**src/rtl/phy_mgmt_pkg.sv**
```systemverilog
package phy_mgmt_pkg;

  localparam int unsigned CMD_W        = 32;
  localparam int unsigned DATA_W       = 16;
  localparam int unsigned ADDR_W       = 5;
  localparam int unsigned RDY_BIT      = 28;
  localparam int unsigned CMD_FIELDS_W = 2 + 2 * ADDR_W + DATA_W;

  typedef enum logic [1:0] {
    OP_RSVD_LO = 2'b00,
    OP_WRITE   = 2'b01,
    OP_READ    = 2'b10,
    OP_RSVD_HI = 2'b11
  } mgmt_op_e;

  // Packed so that the fields land on bits 27:26, 25:21, 20:16, 15:0.
  typedef struct packed {
    mgmt_op_e            op;
    logic [ADDR_W-1:0]   phy;
    logic [ADDR_W-1:0]   regn;
    logic [DATA_W-1:0]   data;
  } mgmt_cmd_t;

endpackage

```
**src/rtl/phy_mgmt_mdc_div.sv**
```systemverilog
module phy_mgmt_mdc_div #(
  parameter int unsigned HALF = 2
) (
  input  logic clk,
  input  logic rst_n,
  input  logic run,
  output logic mdc,
  output logic rise_ev,
  output logic fall_ev
);

  localparam int unsigned CNT_W = (HALF > 1) ? $clog2(HALF) : 1;
  localparam logic [CNT_W-1:0] CNT_LAST = CNT_W'(HALF - 1);

  logic [CNT_W-1:0] cnt_q, cnt_d;
  logic             mdc_q, mdc_d;
  logic             wrap;

  always_comb begin
    wrap  = run && (cnt_q == CNT_LAST);
    cnt_d = cnt_q;
    mdc_d = mdc_q;
    if (!run) begin
      cnt_d = '0;
      mdc_d = 1'b0;
    end else if (wrap) begin
      cnt_d = '0;
      mdc_d = ~mdc_q;
    end else begin
      cnt_d = cnt_q + CNT_W'(1);
    end
  end

  always_ff @(posedge clk or negedge rst_n) begin
    if (!rst_n) begin
      cnt_q <= '0;
      mdc_q <= 1'b0;
    end else begin
      cnt_q <= cnt_d;
      mdc_q <= mdc_d;
    end
  end

  assign mdc     = mdc_q;
  assign rise_ev = wrap && !mdc_q;
  assign fall_ev = wrap && mdc_q;

  // the clock is parked low whenever no cycle runs
  assert_mdc_idle_low_R4: assert property (@(posedge clk) disable iff (!rst_n)
    !run |-> !mdc_q);

endmodule

```
**src/rtl/phy_mgmt_frame.sv**
```systemverilog
module phy_mgmt_frame
  import phy_mgmt_pkg::*;
#(
  parameter int unsigned PRE_LEN = 32
) (
  input  logic              clk,
  input  logic              rst_n,
  input  logic              start,
  input  mgmt_cmd_t         cmd,
  input  logic              rise_ev,
  input  logic              fall_ev,
  input  logic              mdio_i,
  output logic              busy,
  output logic              done,
  output logic [DATA_W-1:0] rdata,
  output logic              mdio_o,
  output logic              mdio_oe
);

  localparam int unsigned HDR_LEN   = PRE_LEN + 4 + 2 * ADDR_W;
  localparam int unsigned DATA_POS  = HDR_LEN + 2;
  localparam int unsigned FRAME_LEN = DATA_POS + DATA_W;
  localparam int unsigned BIT_W     = $clog2(FRAME_LEN);
  localparam logic [BIT_W-1:0] LAST_BIT = BIT_W'(FRAME_LEN - 1);
  localparam logic [BIT_W-1:0] HDR_END  = BIT_W'(HDR_LEN);
  localparam logic [BIT_W-1:0] DATA_BEG = BIT_W'(DATA_POS);

  logic                 busy_q, busy_d;
  logic                 rd_q, rd_d;
  logic [BIT_W-1:0]     bit_q, bit_d;
  logic [FRAME_LEN-1:0] sh_q, sh_d;
  logic [DATA_W-1:0]    cap_q, cap_d;
  logic [1:0]           ta_bits;
  logic [FRAME_LEN-1:0] frame_word;
  logic                 last_bit;

  always_comb begin
    ta_bits    = (cmd.op == OP_READ) ? 2'b11 : 2'b10;
    frame_word = {{PRE_LEN{1'b1}}, 2'b01, cmd.op, cmd.phy, cmd.regn, ta_bits, cmd.data};
    last_bit   = (bit_q == LAST_BIT);
  end

  always_comb begin
    busy_d = busy_q;
    rd_d   = rd_q;
    bit_d  = bit_q;
    sh_d   = sh_q;
    cap_d  = cap_q;
    if (start) begin
      busy_d = 1'b1;
      rd_d   = (cmd.op == OP_READ);
      bit_d  = '0;
      sh_d   = frame_word;
    end else if (busy_q) begin
      if (rise_ev && rd_q && (bit_q >= DATA_BEG)) begin
        cap_d = {cap_q[DATA_W-2:0], mdio_i};
      end
      if (fall_ev) begin
        if (last_bit) begin
          busy_d = 1'b0;
        end else begin
          bit_d = bit_q + BIT_W'(1);
          sh_d  = {sh_q[FRAME_LEN-2:0], 1'b0};
        end
      end
    end
  end

  always_ff @(posedge clk or negedge rst_n) begin
    if (!rst_n) begin
      busy_q <= 1'b0;
      rd_q   <= 1'b0;
      bit_q  <= '0;
      sh_q   <= '0;
      cap_q  <= '0;
    end else begin
      busy_q <= busy_d;
      rd_q   <= rd_d;
      bit_q  <= bit_d;
      sh_q   <= sh_d;
      cap_q  <= cap_d;
    end
  end

  assign busy    = busy_q;
  assign done    = busy_q && fall_ev && last_bit;
  assign rdata   = cap_q;
  assign mdio_o  = sh_q[FRAME_LEN-1];
  assign mdio_oe = busy_q && !(rd_q && (bit_q >= HDR_END));

  // the first preamble bit is on the wire right after acceptance
  assert_preamble_first_R3: assert property (@(posedge clk) disable iff (!rst_n)
    start |=> (mdio_oe && mdio_o));

  // the data pin moves only on a falling MDC edge
  assert_mdio_holds_R3: assert property (@(posedge clk) disable iff (!rst_n)
    (busy_q && !fall_ev && !start) |=> ($stable(mdio_o) && $stable(mdio_oe)));

  // the pin is released once the final bit has gone
  assert_release_after_done_R7: assert property (@(posedge clk) disable iff (!rst_n)
    done |=> (!busy_q && !mdio_oe));

endmodule

```
**src/rtl/phy_mgmt_cmd_reg.sv**
```systemverilog
module phy_mgmt_cmd_reg
  import phy_mgmt_pkg::*;
(
  input  logic                    clk,
  input  logic                    rst_n,
  input  logic                    wr_en,
  input  logic [CMD_FIELDS_W-1:0] wr_fields,
  input  logic                    busy,
  input  logic                    done,
  input  logic [DATA_W-1:0]       rdata,
  output logic                    start,
  output mgmt_cmd_t               new_cmd,
  output mgmt_cmd_t               cmd,
  output logic                    ready
);

  mgmt_cmd_t cmd_q, cmd_d;
  logic      ready_q, ready_d;

  always_comb begin
    new_cmd = mgmt_cmd_t'(wr_fields);
    start   = wr_en && ready_q;
    cmd_d   = cmd_q;
    ready_d = ready_q;
    if (start) begin
      cmd_d   = new_cmd;
      ready_d = 1'b0;
    end else if (done) begin
      ready_d = 1'b1;
      if (cmd_q.op == OP_READ) begin
        cmd_d.data = rdata;
      end
    end
  end

  always_ff @(posedge clk or negedge rst_n) begin
    if (!rst_n) begin
      cmd_q   <= '0;
      ready_q <= 1'b1;
    end else begin
      cmd_q   <= cmd_d;
      ready_q <= ready_d;
    end
  end

  assign cmd   = cmd_q;
  assign ready = ready_q;

  // the flag seen by the host mirrors the shifter being idle
  assert_ready_mirror_R7: assert property (@(posedge clk) disable iff (!rst_n)
    ready_q != busy);

  // writes during a cycle leave the word untouched
  assert_busy_write_ignored_R9: assert property (@(posedge clk) disable iff (!rst_n)
    (busy && wr_en && !done) |=> ($stable(cmd_q) && !ready_q));

endmodule

```
**src/rtl/phy_mgmt_engine.sv**
```systemverilog
module phy_mgmt_engine
  import phy_mgmt_pkg::*;
#(
  parameter int unsigned MDC_HALF = 2,
  parameter int unsigned PRE_LEN  = 32
) (
  input  logic             clk,
  input  logic             rst_n,
  input  logic             host_wr,
  input  logic [CMD_W-1:0] host_wdata,
  output logic [CMD_W-1:0] host_rdata,
  output logic             mdc,
  output logic             mdio_o,
  output logic             mdio_oe,
  input  logic             mdio_i
);

  localparam int unsigned PAD_W = CMD_W - CMD_FIELDS_W - 1;

  logic [1:0]        rst_sync_q;
  logic              rst_core_n;
  logic              start, busy, done, ready;
  logic              rise_ev, fall_ev;
  logic [DATA_W-1:0] rdata;
  mgmt_cmd_t         new_cmd, cmd;
  logic              unused_hi;

  // Asynchronous assertion, synchronous release.
  always_ff @(posedge clk or negedge rst_n) begin
    if (!rst_n) begin
      rst_sync_q <= 2'b00;
    end else begin
      rst_sync_q <= {rst_sync_q[0], 1'b1};
    end
  end
  assign rst_core_n = rst_sync_q[1];

  assign unused_hi = ^host_wdata[CMD_W-1:CMD_FIELDS_W];

  phy_mgmt_cmd_reg u_cmd (
    .clk       (clk),
    .rst_n     (rst_core_n),
    .wr_en     (host_wr),
    .wr_fields (host_wdata[CMD_FIELDS_W-1:0]),
    .busy      (busy),
    .done      (done),
    .rdata     (rdata),
    .start     (start),
    .new_cmd   (new_cmd),
    .cmd       (cmd),
    .ready     (ready)
  );

  phy_mgmt_mdc_div #(.HALF(MDC_HALF)) u_div (
    .clk     (clk),
    .rst_n   (rst_core_n),
    .run     (busy),
    .mdc     (mdc),
    .rise_ev (rise_ev),
    .fall_ev (fall_ev)
  );

  phy_mgmt_frame #(.PRE_LEN(PRE_LEN)) u_frame (
    .clk     (clk),
    .rst_n   (rst_core_n),
    .start   (start),
    .cmd     (new_cmd),
    .rise_ev (rise_ev),
    .fall_ev (fall_ev),
    .mdio_i  (mdio_i),
    .busy    (busy),
    .done    (done),
    .rdata   (rdata),
    .mdio_o  (mdio_o),
    .mdio_oe (mdio_oe)
  );

  assign host_rdata = {{PAD_W{1'b0}}, ready, cmd};

  // during a read the data phase never drives the pin
  assert_read_data_released_R6: assert property (@(posedge clk) disable iff (!rst_core_n)
    (busy && !ready && (cmd.op == OP_READ) && rise_ev && !mdio_oe) |=> !mdio_oe || !busy || fall_ev || $past(fall_ev));

endmodule

```
**config.mk**
```make
export PLATFORM = sky130hd
export DESIGN_NAME = phy_mgmt_engine
export DESIGN_NICKNAME = d
export VERILOG_FILES = /design/src/rtl/phy_mgmt_pkg.sv /design/src/rtl/phy_mgmt_mdc_div.sv /design/src/rtl/phy_mgmt_frame.sv /design/src/rtl/phy_mgmt_cmd_reg.sv /design/src/rtl/phy_mgmt_engine.sv
export SDC_FILE = /design/constraint.sdc
export NUM_CORES = 1
export LEC_CHECK = 0
export CAP_MARGIN = 20
export CELL_PAD_IN_SITES_DETAIL_PLACEMENT = 1
export CELL_PAD_IN_SITES_GLOBAL_PLACEMENT = 2
export CORE_MARGIN = 2
export CORE_UTILIZATION = 35
export DETAILED_ROUTE_END_ITERATION = 8
export DONT_BUFFER_PORTS = 1
export PLACE_DENSITY = 0.79
export SYNTH_ARGS = -nofsm -noshare
export SYNTH_HDL_FRONTEND = slang
export SYNTH_SLANG_ARGS = --single-unit
```
**constraint.sdc**
```tcl
create_clock -name clk -period 5.3 [get_ports clk]
set_clock_uncertainty 0.2 [all_clocks]
set_input_delay 0.795 -clock clk [delete_from_list [all_inputs] [get_ports clk]]
set_output_delay 0.795 -clock clk [all_outputs]
set_load 0.01 [all_outputs]
```
==> impl_metrics.yaml <==
worst_setup_path:
  worst-setup-path-type: "register to register"
  endpoint: "u_cmd.cmd[15]"
  cp_max_fo: 20
  cp_num_buf_inv: 1
  worst-r2r-cell-count: 5
  cp_cell_sequence: "ha_1, buf_4, and4b_1, nand4_1, o221a_2"
  r2r_start: "u_frame.bit_q[0]"
  crit_required_ns: 5.39
  crit_cells: 5
  r2r_setup_slack_ns: 2.14
  r2r_end: "u_cmd.cmd[15]"
  cp.arrival_ns: 3.26
  endpoint_kind: "register"
  slowest_delay_ns: 0.60
  crit_start: "u_frame.bit_q[0]"
  start_kind: "register"
  cp_top_family: "simple AND/OR/NAND/NOR gates"
  cp_slowest_cell: "ha_1"
clock_tree:
  post_cts_buffers: 0
  cts_buffer_depth: 2
  clk_latency_ns: 0.41
  cts_max_level: 4
  cts_buffers: 17
  cts_tree: "built"
  clkTransAtPathRegs_ns: 0.06
  cts_sinks: 121
  cts_root_buf: "clkbuf_16"
synth:
  synth.yosys.seq_area_share: 0.539
  ys_seq_elements: 121
  synth_enable_flop_cells: 0
  syn_area_um2: 5620
  yosys.area.top_type: "dfrtp_1"
  synth.top_cells.by_count: "dfrtp_1 (120), nand2_1 (65), mux2i_1 (40)"
  yosysUniqueCellTypes: 41
  synth.top_cell.area_share: 0.534
  ys_dominant_reg_cell: "dfrtp_1"
  yosys.cell_count.top_type: "dfrtp_1"
  synth_cells: 514
  async_flop_share: 1.00
  syn_avg_cell_area_um2: 10.9
  synth_area_leaders: "dfrtp_1 (53%), mux2i_1 (7.1%), a2bb2oi_1 (4.4%), nand2_1 (4.3%), o2111ai_1 (4.2%)"
  yosys_warnings: 0
power:
  clock_power_share: 0.369
  seqPwrFrac: 0.438
  p_switching_w: 0.000984
  p_sw_frac: 0.312
  pwr_density_cell_nw_per_um2: 490
  ir_drop_uv: 239
  power.internal_w: 0.00217
  combPwrFrac: 0.193
  total_power_w: 0.00315
  leakage_nw: 2.54
die:
  dieArea_um2: 17100
  die_h_um: 131
  core_region_area_um2: 15800
  die_w_um: 131
  start_util: 0.356
  placementRows: 46
  io_pins: 71
timing:
  tightestPinTransition_ns: 0.740
  fin_crit_ns: 3.16
  rsz0062_at_grt: "false"
  slew_headroom: 0.505
  setup_viol: 0
  finalHoldViolCount: 0
  drv_slew: 0
  finalCritPeriodShare: 0.596
  setup_tns_ns: 0
  whs_ns: 0.136
  max_freq_ghz: 0.316
placed_design:
  portBuffers: 0
  gp_congestion: 0.738
  dp.final_hpwl_mm: 7.77
global_routing:
  gr-total-overflow: 0
  grt_antenna_before_repair: 0
  grt_pass1_vias: 4402
  grt_pass1_wl_mm: 22.4
  grt_usage: 0.167
  grt_max_degree: 79
finish:
  antennaDiodeCount: 0
  final_nets: 533
  syn_to_final_growth_pct: 14.5
  drive_above_1_share: 0.161
drt:
  firstDrtPassIters: 4
  routedWlPerCell_um: 18.0
  vias: 3992
  wirelength_mm: 13.1
  viasPerCell: 5.51
  ant_nets: 0
  first_iter_violations: 248
  drc: 0
status:
  outcome: "complete, no violations"
run:
  max_cap_viol_count: 0
worst_hold_path:
  min_path_type: "register to asynchronous set/reset pin"
## what timing repair did
item / CTS / global route
gates resized for setup: 0 / 0
endpoints found under the hold margin: 2 / 10
hold buffers: 1 / 1
## metal layers
layer	wire [um]	share of wire	track usage	vias to the layer above
met5	0	0	0	-
met4	170	0.013	0.0663	0
met3	621	0.048	0.0476	12
met2	6110	0.47	0.264	75
met1	6160	0.47	0.217	2050
li1	-	-	-	1855
## cell type report
| type | count | area, um2 |
|---|---|---|
| Sequential cell | 121 | 3030 |
| Clock inverter | 15 | 168 |
| Timing Repair Buffer | 14 | 166 |
| Inverter | 1 | 3.75 |
| Clock buffer | 17 | 425 |
| Tap cell | 216 | 270 |
| Multi-Input combinational cell | 341 | 2370 |
| Fill cell | 1716 | 9330 |
## worst min-delay path by stage
stage | cells past startpoint | to | from | slack [ns]
after CTS | 0 | rst_sync_q[1] | rst_sync_q[0] | 0.16
after global routing | 1 | u_frame.sh_q[57] | rst_sync_q[1] | 0.18
final | 1 | u_frame.sh_q[57] | rst_sync_q[1] | 0.14
after floorplan | 0 | rst_sync_q[1] | rst_sync_q[0] | 0.13
after global placement | 0 | rst_sync_q[1] | rst_sync_q[0] | 0.14
after detailed placement | 0 | rst_sync_q[1] | rst_sync_q[0] | 0.15
## through the flow
| step | std cells | util | instance area, um2 | setup slack [ns] |
|---|---|---|---|---|
| after CTS | 720 | 0.402 | 6340 | 2.07 |
| final | 725 | 0.408 | 6440 | 2.14 |
| after global routing | 725 | 0.408 | 6440 | 1.93 |
| after detailed placement | 687 | 0.364 | 5740 | 1.94 |
| after floorplan | 516 | - | 5630 | 1.48 |
| after global placement | 687 | 0.364 | 5740 | 1.99 |
## power by group through the flow
| stage | sequential, W | combinational (W) | clock [W] |
|---|---|---|---|
| after floorplan | 0.00135 | 0.000490 | 0 |
| after global placement | 0.00139 | 0.000561 | 0 |
| after detailed placement | 0.00141 | 0.000599 | 0 |
| after CTS | 0.00140 | 0.000606 | 0.00119 |
| after global routing | 0.00142 | 0.000698 | 0.00123 |
| final | 0.00138 | 0.000607 | 0.00116 |
## worst register-to-register path, delay by kind of cell (launching register included)
family                     cells  cell delay, ns
AOI/OAI and AO/OA              1            0.57
DFF                            1            0.42
buffers and inverters          1            0.38
adders and majority gates      1            0.60
and+or+nand+nor                2            0.88
## cell usage in the layout (no fill, tap or decap), types with 4 or more instances in the layout
cell type  count
o2111ai_1     27
nand2_1       64
nand3_1       31
clkbuf_16     17
nand2b_1      19
a2bb2oi_1     28
clkinv_4       4
nor2_1        38
dfrtp_1      119
buf_4          8
mux2_2        14
o221a_2       16
o211ai_1      28
conb_1         4
inv_6          5
mux2i_1       40
## flip-flops by register name, summed over array words and instances, names as in the netlist, 2 cells and up
name,cells
u_frame.sh_q,64
u_cmd.cmd,28
u_frame.rdata,16
u_frame.bit_q,6
rst_sync_q,2
## kinds of logic after synthesis
logic type / Yosys count / synth area share
buf+inv: 54 / 0.0443
other cells: 2 / 0.00134
compound gates: 112 / 0.172
flops: 121 / 0.539
mux: 56 / 0.103
simple gates: 167 / 0.137
fa+ha+maj: 1 / 0.00223
xor+xnor: 1 / 0.00156
No activity file was read; power rests on OpenSTA's default activity.
